===== config.mk =====
export PLATFORM = sky130hd
export DESIGN_NAME = avg_accum
export DESIGN_NICKNAME = d
export VERILOG_FILES = /design/src/rtl/avg_pkg.sv /design/src/rtl/avg_ctl_clamp.sv /design/src/rtl/avg_accum_core.sv /design/src/rtl/avg_out_stage.sv /design/src/rtl/avg_accum.sv
export SDC_FILE = /design/constraint.sdc
export NUM_CORES = 1
export LEC_CHECK = 0
export ABC_AREA = 1
export BUFFER_PORTS_ARGS = -buffer_cell sky130_fd_sc_hd__buf_4
export CAP_MARGIN = 25
export CORE_ASPECT_RATIO = 2
export CORE_MARGIN = 1.5
export CORE_UTILIZATION = 51
export CTS_CLUSTER_DIAMETER = 200
export DETAILED_ROUTE_END_ITERATION = 10
export GPL_TIMING_DRIVEN = 0
export HOLD_SLACK_MARGIN = 0.08
export PLACE_DENSITY = 0.71
export SYNTH_ARGS = -nofsm -noshare
export SYNTH_HDL_FRONTEND = slang
export SYNTH_SLANG_ARGS = --single-unit

===== constraint.sdc =====
create_clock -name clk -period 6.8 [get_ports clk]
set_clock_uncertainty 0.15 [all_clocks]
set_input_delay 1.36 -clock clk [delete_from_list [all_inputs] [get_ports clk]]
set_output_delay 1.36 -clock clk [all_outputs]
set_load 0.005 [all_outputs]

===== src/rtl/avg_pkg.sv =====
package avg_pkg;
  localparam int unsigned AVG_DATA_W   = 12;
  localparam int unsigned AVG_TAG_W    = 4;
  localparam int unsigned AVG_CTL_W    = 3;
  localparam int unsigned AVG_MAX_LOG2 = 6;
endpackage


===== src/rtl/avg_ctl_clamp.sv =====
module avg_ctl_clamp #(
  parameter int unsigned CTL_W    = 3,
  parameter int unsigned MAX_LOG2 = 6
) (
  input  logic [CTL_W-1:0] ctl_raw,
  output logic [CTL_W-1:0] ctl_eff
);
  localparam int unsigned CTL_TOP = (1 << CTL_W) - 1;

  generate
    if (MAX_LOG2 >= CTL_TOP) begin : g_no_clamp
      assign ctl_eff = ctl_raw;
    end else begin : g_clamp
      localparam logic [CTL_W-1:0] LIMIT = CTL_W'(MAX_LOG2);
      assign ctl_eff = (ctl_raw > LIMIT) ? LIMIT : ctl_raw;
    end
  endgenerate
endmodule


===== src/rtl/avg_accum_core.sv =====
module avg_accum_core #(
  parameter int unsigned DATA_W   = 12,
  parameter int unsigned TAG_W    = 4,
  parameter int unsigned CTL_W    = 3,
  parameter int unsigned MAX_LOG2 = 6
) (
  input  logic              clk,
  input  logic              rst_n,
  input  logic [CTL_W-1:0]  ctl_eff,
  input  logic              take,
  input  logic [DATA_W-1:0] smp_data,
  input  logic [TAG_W-1:0]  smp_tag,
  input  logic              smp_ie,
  output logic              grp_done,
  output logic [DATA_W-1:0] grp_mean,
  output logic [TAG_W-1:0]  grp_tag,
  output logic              grp_ie,
  output logic              grp_idle
);
  localparam int unsigned ACC_W = DATA_W + MAX_LOG2;
  localparam int unsigned CNT_W = MAX_LOG2 + 1;

  logic [ACC_W-1:0] acc_q;
  logic [CNT_W-1:0] cnt_q;
  logic [CTL_W-1:0] log2_q;

  logic [CTL_W-1:0] cur_log2;
  logic [ACC_W-1:0] acc_base;
  logic [ACC_W-1:0] acc_sum;
  logic [ACC_W-1:0] acc_shift;
  logic [CNT_W-1:0] cnt_inc;
  logic [CNT_W-1:0] grp_size;

  always_comb begin
    grp_idle  = (cnt_q == '0);
    cur_log2  = grp_idle ? ctl_eff : log2_q;
    acc_base  = grp_idle ? '0 : acc_q;
    acc_sum   = acc_base + ACC_W'(smp_data);
    acc_shift = acc_sum >> cur_log2;
    cnt_inc   = cnt_q + CNT_W'(1);
    grp_size  = CNT_W'(1) << cur_log2;
    grp_done  = take && (cnt_inc == grp_size);
    grp_mean  = acc_shift[DATA_W-1:0];
    grp_tag   = smp_tag;
    grp_ie    = smp_ie;
  end

  always_ff @(posedge clk or negedge rst_n) begin
    if (!rst_n) begin
      acc_q  <= '0;
      cnt_q  <= '0;
      log2_q <= '0;
    end else if (take) begin
      log2_q <= cur_log2;
      if (grp_done) begin
        acc_q <= '0;
        cnt_q <= '0;
      end else begin
        acc_q <= acc_sum;
        cnt_q <= cnt_inc;
      end
    end
  end
endmodule


===== src/rtl/avg_out_stage.sv =====
module avg_out_stage #(
  parameter int unsigned DATA_W = 12,
  parameter int unsigned TAG_W  = 4
) (
  input  logic              clk,
  input  logic              rst_n,
  input  logic              load,
  input  logic [DATA_W-1:0] ld_data,
  input  logic [TAG_W-1:0]  ld_tag,
  input  logic              ld_ie,
  input  logic              out_ready,
  output logic              space,
  output logic              out_valid,
  output logic [DATA_W-1:0] out_data,
  output logic [TAG_W-1:0]  out_tag,
  output logic              out_ie,
  output logic              irq
);
  logic drain;

  assign drain = out_valid && out_ready;
  assign space = !out_valid || out_ready;

  always_ff @(posedge clk or negedge rst_n) begin
    if (!rst_n) begin
      out_valid <= 1'b0;
      out_data  <= '0;
      out_tag   <= '0;
      out_ie    <= 1'b0;
      irq       <= 1'b0;
    end else begin
      irq <= drain && out_ie;
      if (load) begin
        out_valid <= 1'b1;
        out_data  <= ld_data;
        out_tag   <= ld_tag;
        out_ie    <= ld_ie;
      end else if (drain) begin
        out_valid <= 1'b0;
      end
    end
  end
endmodule


===== src/rtl/avg_accum.sv =====
module avg_accum
  import avg_pkg::*;
#(
  parameter int unsigned DATA_W   = AVG_DATA_W,
  parameter int unsigned TAG_W    = AVG_TAG_W,
  parameter int unsigned CTL_W    = AVG_CTL_W,
  parameter int unsigned MAX_LOG2 = AVG_MAX_LOG2
) (
  input  logic              clk,
  input  logic              rst_n,
  input  logic [CTL_W-1:0]  avg_ctl,
  input  logic              in_valid,
  output logic              in_ready,
  input  logic [DATA_W-1:0] in_data,
  input  logic [TAG_W-1:0]  in_tag,
  input  logic              in_ie,
  output logic              out_valid,
  input  logic              out_ready,
  output logic [DATA_W-1:0] out_data,
  output logic [TAG_W-1:0]  out_tag,
  output logic              out_ie,
  output logic              irq
);
  logic [CTL_W-1:0]  ctl_eff;
  logic              take;
  logic              grp_done;
  logic [DATA_W-1:0] grp_mean;
  logic [TAG_W-1:0]  grp_tag;
  logic              grp_ie;
  logic              grp_idle;
  logic              space;

  assign in_ready = space;
  assign take     = in_valid && space;

  avg_ctl_clamp #(.CTL_W(CTL_W), .MAX_LOG2(MAX_LOG2)) u_clamp (
    .ctl_raw (avg_ctl),
    .ctl_eff (ctl_eff)
  );

  avg_accum_core #(
    .DATA_W(DATA_W), .TAG_W(TAG_W), .CTL_W(CTL_W), .MAX_LOG2(MAX_LOG2)
  ) u_core (
    .clk      (clk),
    .rst_n    (rst_n),
    .ctl_eff  (ctl_eff),
    .take     (take),
    .smp_data (in_data),
    .smp_tag  (in_tag),
    .smp_ie   (in_ie),
    .grp_done (grp_done),
    .grp_mean (grp_mean),
    .grp_tag  (grp_tag),
    .grp_ie   (grp_ie),
    .grp_idle (grp_idle)
  );

  avg_out_stage #(.DATA_W(DATA_W), .TAG_W(TAG_W)) u_out (
    .clk       (clk),
    .rst_n     (rst_n),
    .load      (grp_done),
    .ld_data   (grp_mean),
    .ld_tag    (grp_tag),
    .ld_ie     (grp_ie),
    .out_ready (out_ready),
    .space     (space),
    .out_valid (out_valid),
    .out_data  (out_data),
    .out_tag   (out_tag),
    .out_ie    (out_ie),
    .irq       (irq)
  );
endmodule


* Yosys cells after proc, flatten, opt, wreduce, memory -nomap -nowiden
Cells that the tools add are included.
Word-level totals: register bits after elaboration 47, output and inout bits 20, logic and storage cells 29
Cells by class: add/sub/neg operators 2, $lt $le $gt $ge 1, eq/ne operators 1, shift operators 2, muxes and demuxes 7, reduce and logical (&&, ||, !) cells 8
Operators by type and width (number):
- $mux 18 | 2
- $add 18x12->18 | 1
- $shr 18x3->12 | 1
- $add 7x1->7 const B | 1
- $eq 7x7->1 | 1
- $logic_not 7->1 | 1
- $mux 7 | 1
- $shl 1x3->7 const A | 1
- $mux 3 | 2
- $logic_and 1x1->1 | 4
- $gt 3x3->1 const B | 1
- $mux 1 | 2
- $reduce_bool 2->1 | 1
- $logic_not 1->1 | 1
- $logic_or 1x1->1 | 1

* Longest topological paths before layout
Gate-level depths: netlist (run 1).
depth in word-level cells 7, depth in mapped cells 27

* Cells and area by module
A second synthesis (run 1) with hierarchy kept.
Second synthesis, totals: cell total of the unflattened synthesis 637, area total of the unflattened synthesis 3948.8 sq um
Modules (own cells, without submodules):
- avg_accum_core | times used 1, cells an instance 551, area each 3173.0 sq um, seq. area each 700.7 sq um
- avg_out_stage | times used 1, cells an instance 80, area each 748.2 sq um, seq. area each 475.5 sq um
- avg_ctl_clamp | times used 1, cells an instance 4, area each 20.0 sq um, seq. area each 0.0 sq um
- avg_accum | times used 1, cells an instance 2, area each 7.5 sq um, seq. area each 0.0 sq um

* Least setup slack after synthesis (run 1)
No wires, ideal clock.
path kind register to register, start register u_core.cnt_q[0], end register u_out.out_data[2], data arrival time 3142 ps, path slack 3392 ps, stages on the path, launching flop included 25, buffers on the path 3, period minus slack after synthesis 3408 ps, path through dfrtp_1 -> inv_1 -> ha_1 -> inv_1 -> nor2_1 -> nand3_2 -> buf_6 -> buf_2 -> buf_1 -> nand2_1 -> inv_1 -> ha_1 -> fa_1 -> nand3_1 -> nand2_1 -> nand2_1 -> nand2_1 -> xor2_1 -> or2_2 -> nand3_1 -> nand2_1 -> nand2_1 -> o21ai_0 -> nand2_1 -> nand2_1
On the way: longest elaborated chain between the ends 5
RTL lines:
- from (decl) | line avg_accum_core.sv:24 | logic [CNT_W-1:0] cnt_q;
- from (signal assigned) | line avg_accum_core.sv:60 | cnt_q <= cnt_inc;
- branches (longest 5 deep; another with $add 18x12->18)
- to (signal assigned) | line avg_out_stage.sv:35 | out_data <= ld_data;
- to (decl) | line avg_out_stage.sv:14 | output logic [DATA_W-1:0] out_data,
Parallel ways; which one is timed is not known. A chain may end at the register's enable or synchronous reset.

* Worst setup path in the final report (run 1)
start register u_core.cnt_q[0], end register u_out.out_data[11]
The elaborated chain is that of the path after synthesis.

==> metrics.md, run 1 <==
| Metric | Value |
|---|---|
| Pre-Repair DR Iteration Count | `4` |
| Fin nets | `678` |
| Gr usage total | `26.7%` |
| DP Wirelength | `8.18 mm` |
| DRT Wirelength | `10.2 mm` |
| Crit path launch type | `flop` |
| Routed Antenna Nets | `0` |
| Top sig layer | `met4` |
| CTS tree | `done` |
| Share of cells above drive strength 1 | `14.4%` |
| Die area | `8010 um^2` |
| I/O Buffers | `43` |
| Largest net degree at the start of global routing | `48` |
| Clock latency on the worst-skew pair | `0.29 ns` |
| First-pass GRT wire length | `16.8 mm` |
| Final setup fails | `0` |
| Gpl congestion | `0.965` |
| DR DRC count | `0` |
| Starting Density | `52.7%` |
| Final hold vios | `0` |
| Pins over their slew limit | `0` |
| Initial antenna violation count | `0` |
| Synthesis-to-finish area growth | `15.2%` |
| Worst Hold Class | `reg -> reg` |
| Met3 wire length | `256 um` |
| Hold buffer count at cts | `0` |
| Vias per cell | `5.25` |
| Post-CTS Resized | `0` |
| CTS buffer count | `5` |
| Syn Inst Count | `589` |
| Cell taking the most area after synthesis | `dfrtp_1` |
| Synth async-reset ratio | `100%` |
| Post-synthesis register bit count | `47` |
| Clk buf depth | `2` |
| Crit path max fanout | `10` |
| Synth top area share | `31.0%` |
| M1 WL | `3.95 mm` |
| Minimum clock period | `3.98 ns` |
| Core Area | `7210 um^2` |
| Routed wl met2 | `5.52 mm` |
| Final period utilization | `58.6%` |
| IR drop worst, VDD | `0.337 mV` |
| CTS root buffer | `clkbuf_16` |
| Synth Warn # | `0` |
| Most frequent cell after synthesis | `nand2_1` |
| Synth top cells by count | `nand2_1 (243), nand3_1 (81), inv_1 (61)` |
| CTS H-tree lvls | `2` |
| Total number of vias | `3846` |
| Post-synthesis sequential area ratio | `31.0%` |
| Rel. slew slack | `53.5%` |
| Max-cap violations | `0` |
| Post-CTS setup buffers | `0` |
| Clk slew on worst S/H paths | `0.06 ns` |
| Fmax | `251 MHz` |
| Non-Filler Instances | `732` |
| Die width | `64.0 um` |
| WL/cell | `13.9 um` |
| CP endpoint kind | `flop` |
| Tightest Pin Transition | `0.697 ns` |
| CP arrival | `4.02 ns` |
| EDFF count, synth | `0` |
| Syn nets | `628` |
| Unique cell type count in the Yosys netlist | `34` |
| Iteration-0 DRC Markers | `160` |
| Top cells by area, synth | `dfrtp_1 (31%), nand2_1 (24%), nand3_1 (11%)` |
| Total congestion overflow | `0` |
| Pwr/cell area | `593 nW/um^2` |
| Number of global-route vias before repair | `3737` |
| Crit Path Category | `reg -> reg` |
| Syn Std Cell Area | `3800 um^2` |
| Status | `complete, no violations` |
| Rows | `44` |
| Synth Flop Type | `dfrtp_1` |
| Top-level I/O count | `44` |
| Worst EP required | `6.83 ns` |
| # placed instances | `724` |
| Clock sink count | `47` |
| Avg Inst Size Synth | `6.45 um^2` |
| Die height | `125 um` |
| Setup tns final | `0 ns` |
| RSZ-0062 raised after global routing | `no` |
| Ant diodes | `0` |
| Pleak | `2.55 nW` |
layer usage:
layer  up-vias  GRT usage, %
met5         -             0
met2        91          50.8
met4         0          15.0
met1      1766          27.1
met3        31          2.79
li1       1958             -
where the power goes:
part	leakage, nW	total [W]	switching [W]	internal, W
registers	0.603	0.000476	0.0000784	0.000398
logic	1.87	0.00188	0.00121	0.000669
clock network	0.0733	0.000240	0.000106	0.000134
total	2.55	0.00260	0.00140	0.00120
flip-flops by register name, summed over array words and instances (netlist names):
signal	flops
u_core.log2_q	3
u_out.out_data	12
u_out.irq	1
u_out.out_tag	4
u_core.cnt_q	7
u_out.out_valid	1
u_core.acc_q	18
u_out.out_ie	1
cells by family after synthesis:
| group | share of synthesized area (%) |
|---|---|
| simple gates | 44.5 |
| compound gates | 5.99 |
| buf+inv | 10.1 |
| fa+ha+maj | 5.14 |
| flops | 31.0 |
| xor+xnor | 3.23 |
area by class of cell:
type	count	area, um^2
Clock buffer	5	125
Multi-Input combinational cell	453	2240
Fill cell	746	2840
Sequential cell	47	1180
Clock inverter	3	15.0
Tap cell	92	115
Inverter	67	251
Buffer	22	134
Timing Repair Buffer	43	323
worst max-delay path, stage by stage (launching register included):
cell and delay [ns]:
dfrtp_1 0.39, inv_1 0.10, ha_1 0.20, inv_1 0.05, nor2_1 0.05, nand3_2 0.08
buf_6 0.17, buf_2 0.25, buf_1 0.36, nand2_1 0.09, inv_1 0.07, ha_1 0.17
fa_1 0.22, nand3_1 0.08, nand2_1 0.14, nand2_1 0.08, a21boi_0 0.43, nand2_1 0.15
nand2_1 0.09, nand2_1 0.08, nand3_1 0.10, nand2_1 0.06, nand2_1 0.07, nand3_1 0.07
nand3_1 0.10, nand2_1 0.05
path summary, 6_finish.rpt:
kind / startpoint / end / slack [ns] / cells after the start
worst max-delay path: u_core.cnt_q[0] / u_out.out_data[11] / 2.82 / 25
worst min-delay path: u_out.out_data[6] / u_out.out_data[6] / 0.33 / 2
worst max register to register: u_core.cnt_q[0] / u_out.out_data[11] / 2.82 / 25
worst min register to register: u_out.out_data[6] / u_out.out_data[6] / 0.33 / 2
max in group asynchronous: rst_n / u_out.out_data[5] / 5.19 / 1
min in group asynchronous: rst_n / u_core.cnt_q[5] / 0.92 / 1
layout by cell type (no fill, tap or decap), types with 6 or more instances in the layout:
cell      count
buf_4        44
clkbuf_1      8
a21oi_1      10
inv_2         6
xor2_1       10
ha_1         14
nand3_1      81
nand2_1     243
nand3_2      11
inv_1        61
buf_6         6
nor2_1       26
dfrtp_1      47
o21ai_0      19
through the flow:
| step | hold WS, ns | total power, W | setup WS, ns | instance area, um^2 | util, % |
|---|---|---|---|---|---|
| after CTS | 0.334 | 0.00260 | 2.77 | 4380 | 60.7 |
| after floorplan | 0.299 | 0.00186 | 3.39 | 3800 | - |
| after detailed placement | 0.317 | 0.00234 | 2.79 | 4240 | 58.7 |
| after global placement | 0.312 | 0.00231 | 2.89 | 4240 | 58.7 |
| final | 0.333 | 0.00260 | 2.82 | 4380 | 60.7 |
| after global routing | 0.355 | 0.00287 | 2.41 | 4380 | 60.7 |
Note: power is estimated with default switching activity, not from simulation.
==> run 2: changes to the inputs <==
--- a/config.mk
+++ b/config.mk
@@ -5,7 +5,7 @@
 export SDC_FILE = /design/constraint.sdc
 export NUM_CORES = 1
 export LEC_CHECK = 0
-export ABC_AREA = 1
+export ABC_AREA = 0
 export BUFFER_PORTS_ARGS = -buffer_cell sky130_fd_sc_hd__buf_4
 export CAP_MARGIN = 25
 export CORE_ASPECT_RATIO = 2
==> constraint.sdc (replaced) <==
create_clock -name clk -period 4.2 [get_ports clk]
set_clock_uncertainty 0.15 [all_clocks]
set_input_delay 0.84 -clock clk [delete_from_list [all_inputs] [get_ports clk]]
set_output_delay 0.84 -clock clk [all_outputs]
set_load 0.005 [all_outputs]
==> run 2 against run 1 <==
Against the previous run:
- critical path depth shrank 9
- cell count is 18% lower
- sequential power up 53%
- flip-flop and latch count stayed put
- combinational power grew 53%
- maximum frequency is 3.1% lower
- total power grew 56%
- sequential share of layout area is 2.2 points lower
- first-iteration DRC count up 100%
==> metrics.md, run 2 <==
| Metric | Value |
|---|---|
| Status | `complete, no violations` |
| Fin nets | `545` |
| Clk buf depth | `2` |
| Final setup fails | `0` |
| Tightest Pin Transition | `0.712 ns` |
| Final hold vios | `0` |
| CTS root buffer | `clkbuf_16` |
| Worst Setup SP | `u_core.cnt_q[1]` |
| R2R cell count | `16` |
| Total congestion overflow | `0` |
| Pre-Repair DR Iteration Count | `5` |
| Clock sink count | `47` |
| Die height | `124 um` |
| Synthesis-to-finish area growth | `27.5%` |
| Initial antenna violation count | `0` |
| Die area | `7880 um^2` |
| CP Depth | `16` |
| Syn nets | `481` |
| Clk slew on worst S/H paths | `0.07 ns` |
| CTS buffer count | `5` |
| Synth top area share | `31.5%` |
| Fmax | `243 MHz` |
| Gpl congestion | `0.954` |
| Rows | `44` |
| CP endpoint kind | `flop` |
| Crit Reg-Reg Endpoint | `u_out.out_data[8]` |
| EDFF count, synth | `0` |
| Max-cap violations | `0` |
| End-of-flow core utilization | `66.6%` |
| Number of global-route vias before repair | `3434` |
| Clock latency on the worst-skew pair | `0.29 ns` |
| Crit path launch type | `flop` |
| Most frequent cell after synthesis | `nand2_1` |
| Hold path depth | `2` |
| Synth top cells by count | `nand2_1 (56), dfrtp_1 (47), o21ai_0 (26)` |
| Worst R2R Start | `u_core.cnt_q[1]` |
| Syn Std Cell Area | `3740 um^2` |
| Crit path buf inv count | `3` |
| Crit-path cells | `inv_2 > ha_2 > nor4b_4 > nand2_2 > buf_8 > buf_4 > and2_1 > ha_4 > o211ai_1 > o21a_1 > o211ai_1 > nand2_2 > a41o_1 > nor4_2 > a211oi_2 > mux2_2` |
| Synth Flop Type | `dfrtp_1` |
| Top-level I/O count | `44` |
| Minimum clock period | `4.11 ns` |
| Worst EP required | `4.22 ns` |
| Share of cells above drive strength 1 | `28.8%` |
| DR DRC count | `0` |
| Pwr/cell area | `852 nW/um^2` |
| Post-synthesis sequential area ratio | `31.5%` |
| CP arrival | `4.14 ns` |
| Die width | `63.5 um` |
| Top cells by area, synth | `dfrtp_1 (31%), nand2_1 (5.6%), ha_1 (4.7%)` |
| Crit path max fanout | `10` |
| Synth async-reset ratio | `100%` |
| Critical Path Max Stage Delay | `0.43 ns` |
| Core Area | `7160 um^2` |
| Top Family by Delay on Critical Path | `simple AND/OR/NAND/NOR gates` |
| Top reg by flops | `u_core.acc_q` |
| Crit path to | `u_out.out_data[8]` |
| Post-synthesis register bit count | `47` |
| Hold buffer count at cts | `0` |
| Rel. slew slack | `52.1%` |
| Vias per cell | `6.23` |
| Pleak | `2.03 nW` |
| CTS tree | `done` |
| Max FFs per register | `18` |
| IR drop worst, VDD | `0.473 mV` |
| Most frequent cells in the layout | `buf_4 (64), nand2_1 (54), dfrtp_1 (46)` |
| Synth Warn # | `0` |
| WL/cell | `18.9 um` |
| Slowest stage cell on the critical path | `dfrtp_1` |
| Biggest regs | `u_core.acc_q x18, u_out.out_data x12, u_core.cnt_q x7` |
| DRT Wirelength | `11.3 mm` |
| Hold Startpoint | `u_core.acc_q[11]` |
| Total number of vias | `3731` |
| Largest net degree at the start of global routing | `48` |
| Unique cell type count in the Yosys netlist | `70` |
| Avg Inst Size Synth | `8.46 um^2` |
| Pins over their slew limit | `0` |
| DP Wirelength | `7.90 mm` |
| Pwr Total | `0.00406 W` |
| Gr usage total | `28.8%` |
| Cell taking the most area after synthesis | `dfrtp_1` |
| First-pass GRT wire length | `17.7 mm` |
| I/O Buffers | `43` |
| RSZ-0062 raised after global routing | `yes` |
| Ant diodes | `0` |
| CTS H-tree lvls | `2` |
| Routed Antenna Nets | `0` |
| Register-to-register setup slack | `0.09 ns` |
| Worst Hold Class | `reg -> reg` |
| Final period utilization | `97.9%` |
| Commonest non-fill, non-tap cell in the layout | `buf_4` |
| Syn Inst Count | `442` |
| Crit Path Category | `reg -> reg` |
| Iteration-0 DRC Markers | `326` |
| Starting Density | `52.2%` |
==> run 2: worst register-to-register path: stages (launching register included) <==
cell,delay (ns)
dfrtp_1,0.43
inv_2,0.08
ha_2,0.17
nor4b_4,0.28
nand2_2,0.14
buf_8,0.17
buf_4,0.16
and2_1,0.20
ha_4,0.31
o211ai_1,0.15
o21a_1,0.23
o211ai_1,0.32
nand2_2,0.17
a41o_1,0.31
nor4_2,0.34
a211oi_2,0.11
mux2_2,0.30
==> run 2: per-stage QoR <==
step	area, um^2	worst slack, ns	setup TNS (ns)	hold slack, ns	instances
2_1_floorplan	3740	0.0624	0	0.290	442
3_3_place_gp	4180	-0.929	-9.44	0.303	577
3_5_place_dp	4180	-0.926	-9.33	0.309	577
4_1_cts	4510	0.0336	0	0.324	592
5_1_grt	4770	-0.0848	-0.233	0.346	599
6_report	4770	0.0881	0	0.320	599
==> run 2: cell families after synthesis <==
family                     count (synthesis)  share of synthesized area, %
muxes                                     21                          6.06
xor gates and xnor gates                  23                          5.39
buffers and inverters                     43                          5.76
DFF                                       47                          31.5
and+or+nand+nor                          157                          20.9
adders and majority gates                 15                          5.22
AOI/OAI and AO/OA                        136                          25.3
==> run 2: worst min path at each step <==
stage	endpoint	slack, ns
6_report	u_core.acc_q[11]	0.32
5_1_grt	u_core.acc_q[2]	0.35
4_1_cts	u_core.acc_q[11]	0.32
3_5_place_dp	u_core.acc_q[11]	0.31
3_3_place_gp	u_core.acc_q[9]	0.30
2_1_floorplan	u_core.acc_q[10]	0.29
==> run 2: cell type report <==
class,count,area [um^2]
Tap cell,92,115
Fill cell,624,2390
Clock buffer,5,125
Inverter,9,33.8
Multi-Input combinational cell,352,2630
Buffer,31,185
Timing Repair Buffer,60,450
Clock inverter,3,47.5
Sequential cell,47,1180
==> run 2: power breakdown <==
part           switching [W]  total [W]  internal (W)  leakage [nW]
Combinational        0.00161    0.00287       0.00126          1.35
Sequential          0.000103   0.000726      0.000624         0.594
Clock               0.000184   0.000468      0.000284        0.0844
Total                0.00190    0.00406       0.00216          2.03
==> run 2: routing by layer <==
metal  vias to the layer above  part of all wire, %  track usage (%)
met5                         -                    0                0
met4                         0                  5.1             14.0
met3                        38                  5.1             2.17
met2                       147                   50             48.4
met1                      1797                   40             37.2
li1                       1749                    -                -
==> run 2: repair_timing <==
item / in CTS / in global routing
pin swaps: 6 / 14
setup endpoints to repair: 20 / 12
setup buffers: 8 / 9
hold endpoints to repair: 0 / 0
gates resized for setup: 22 / 42
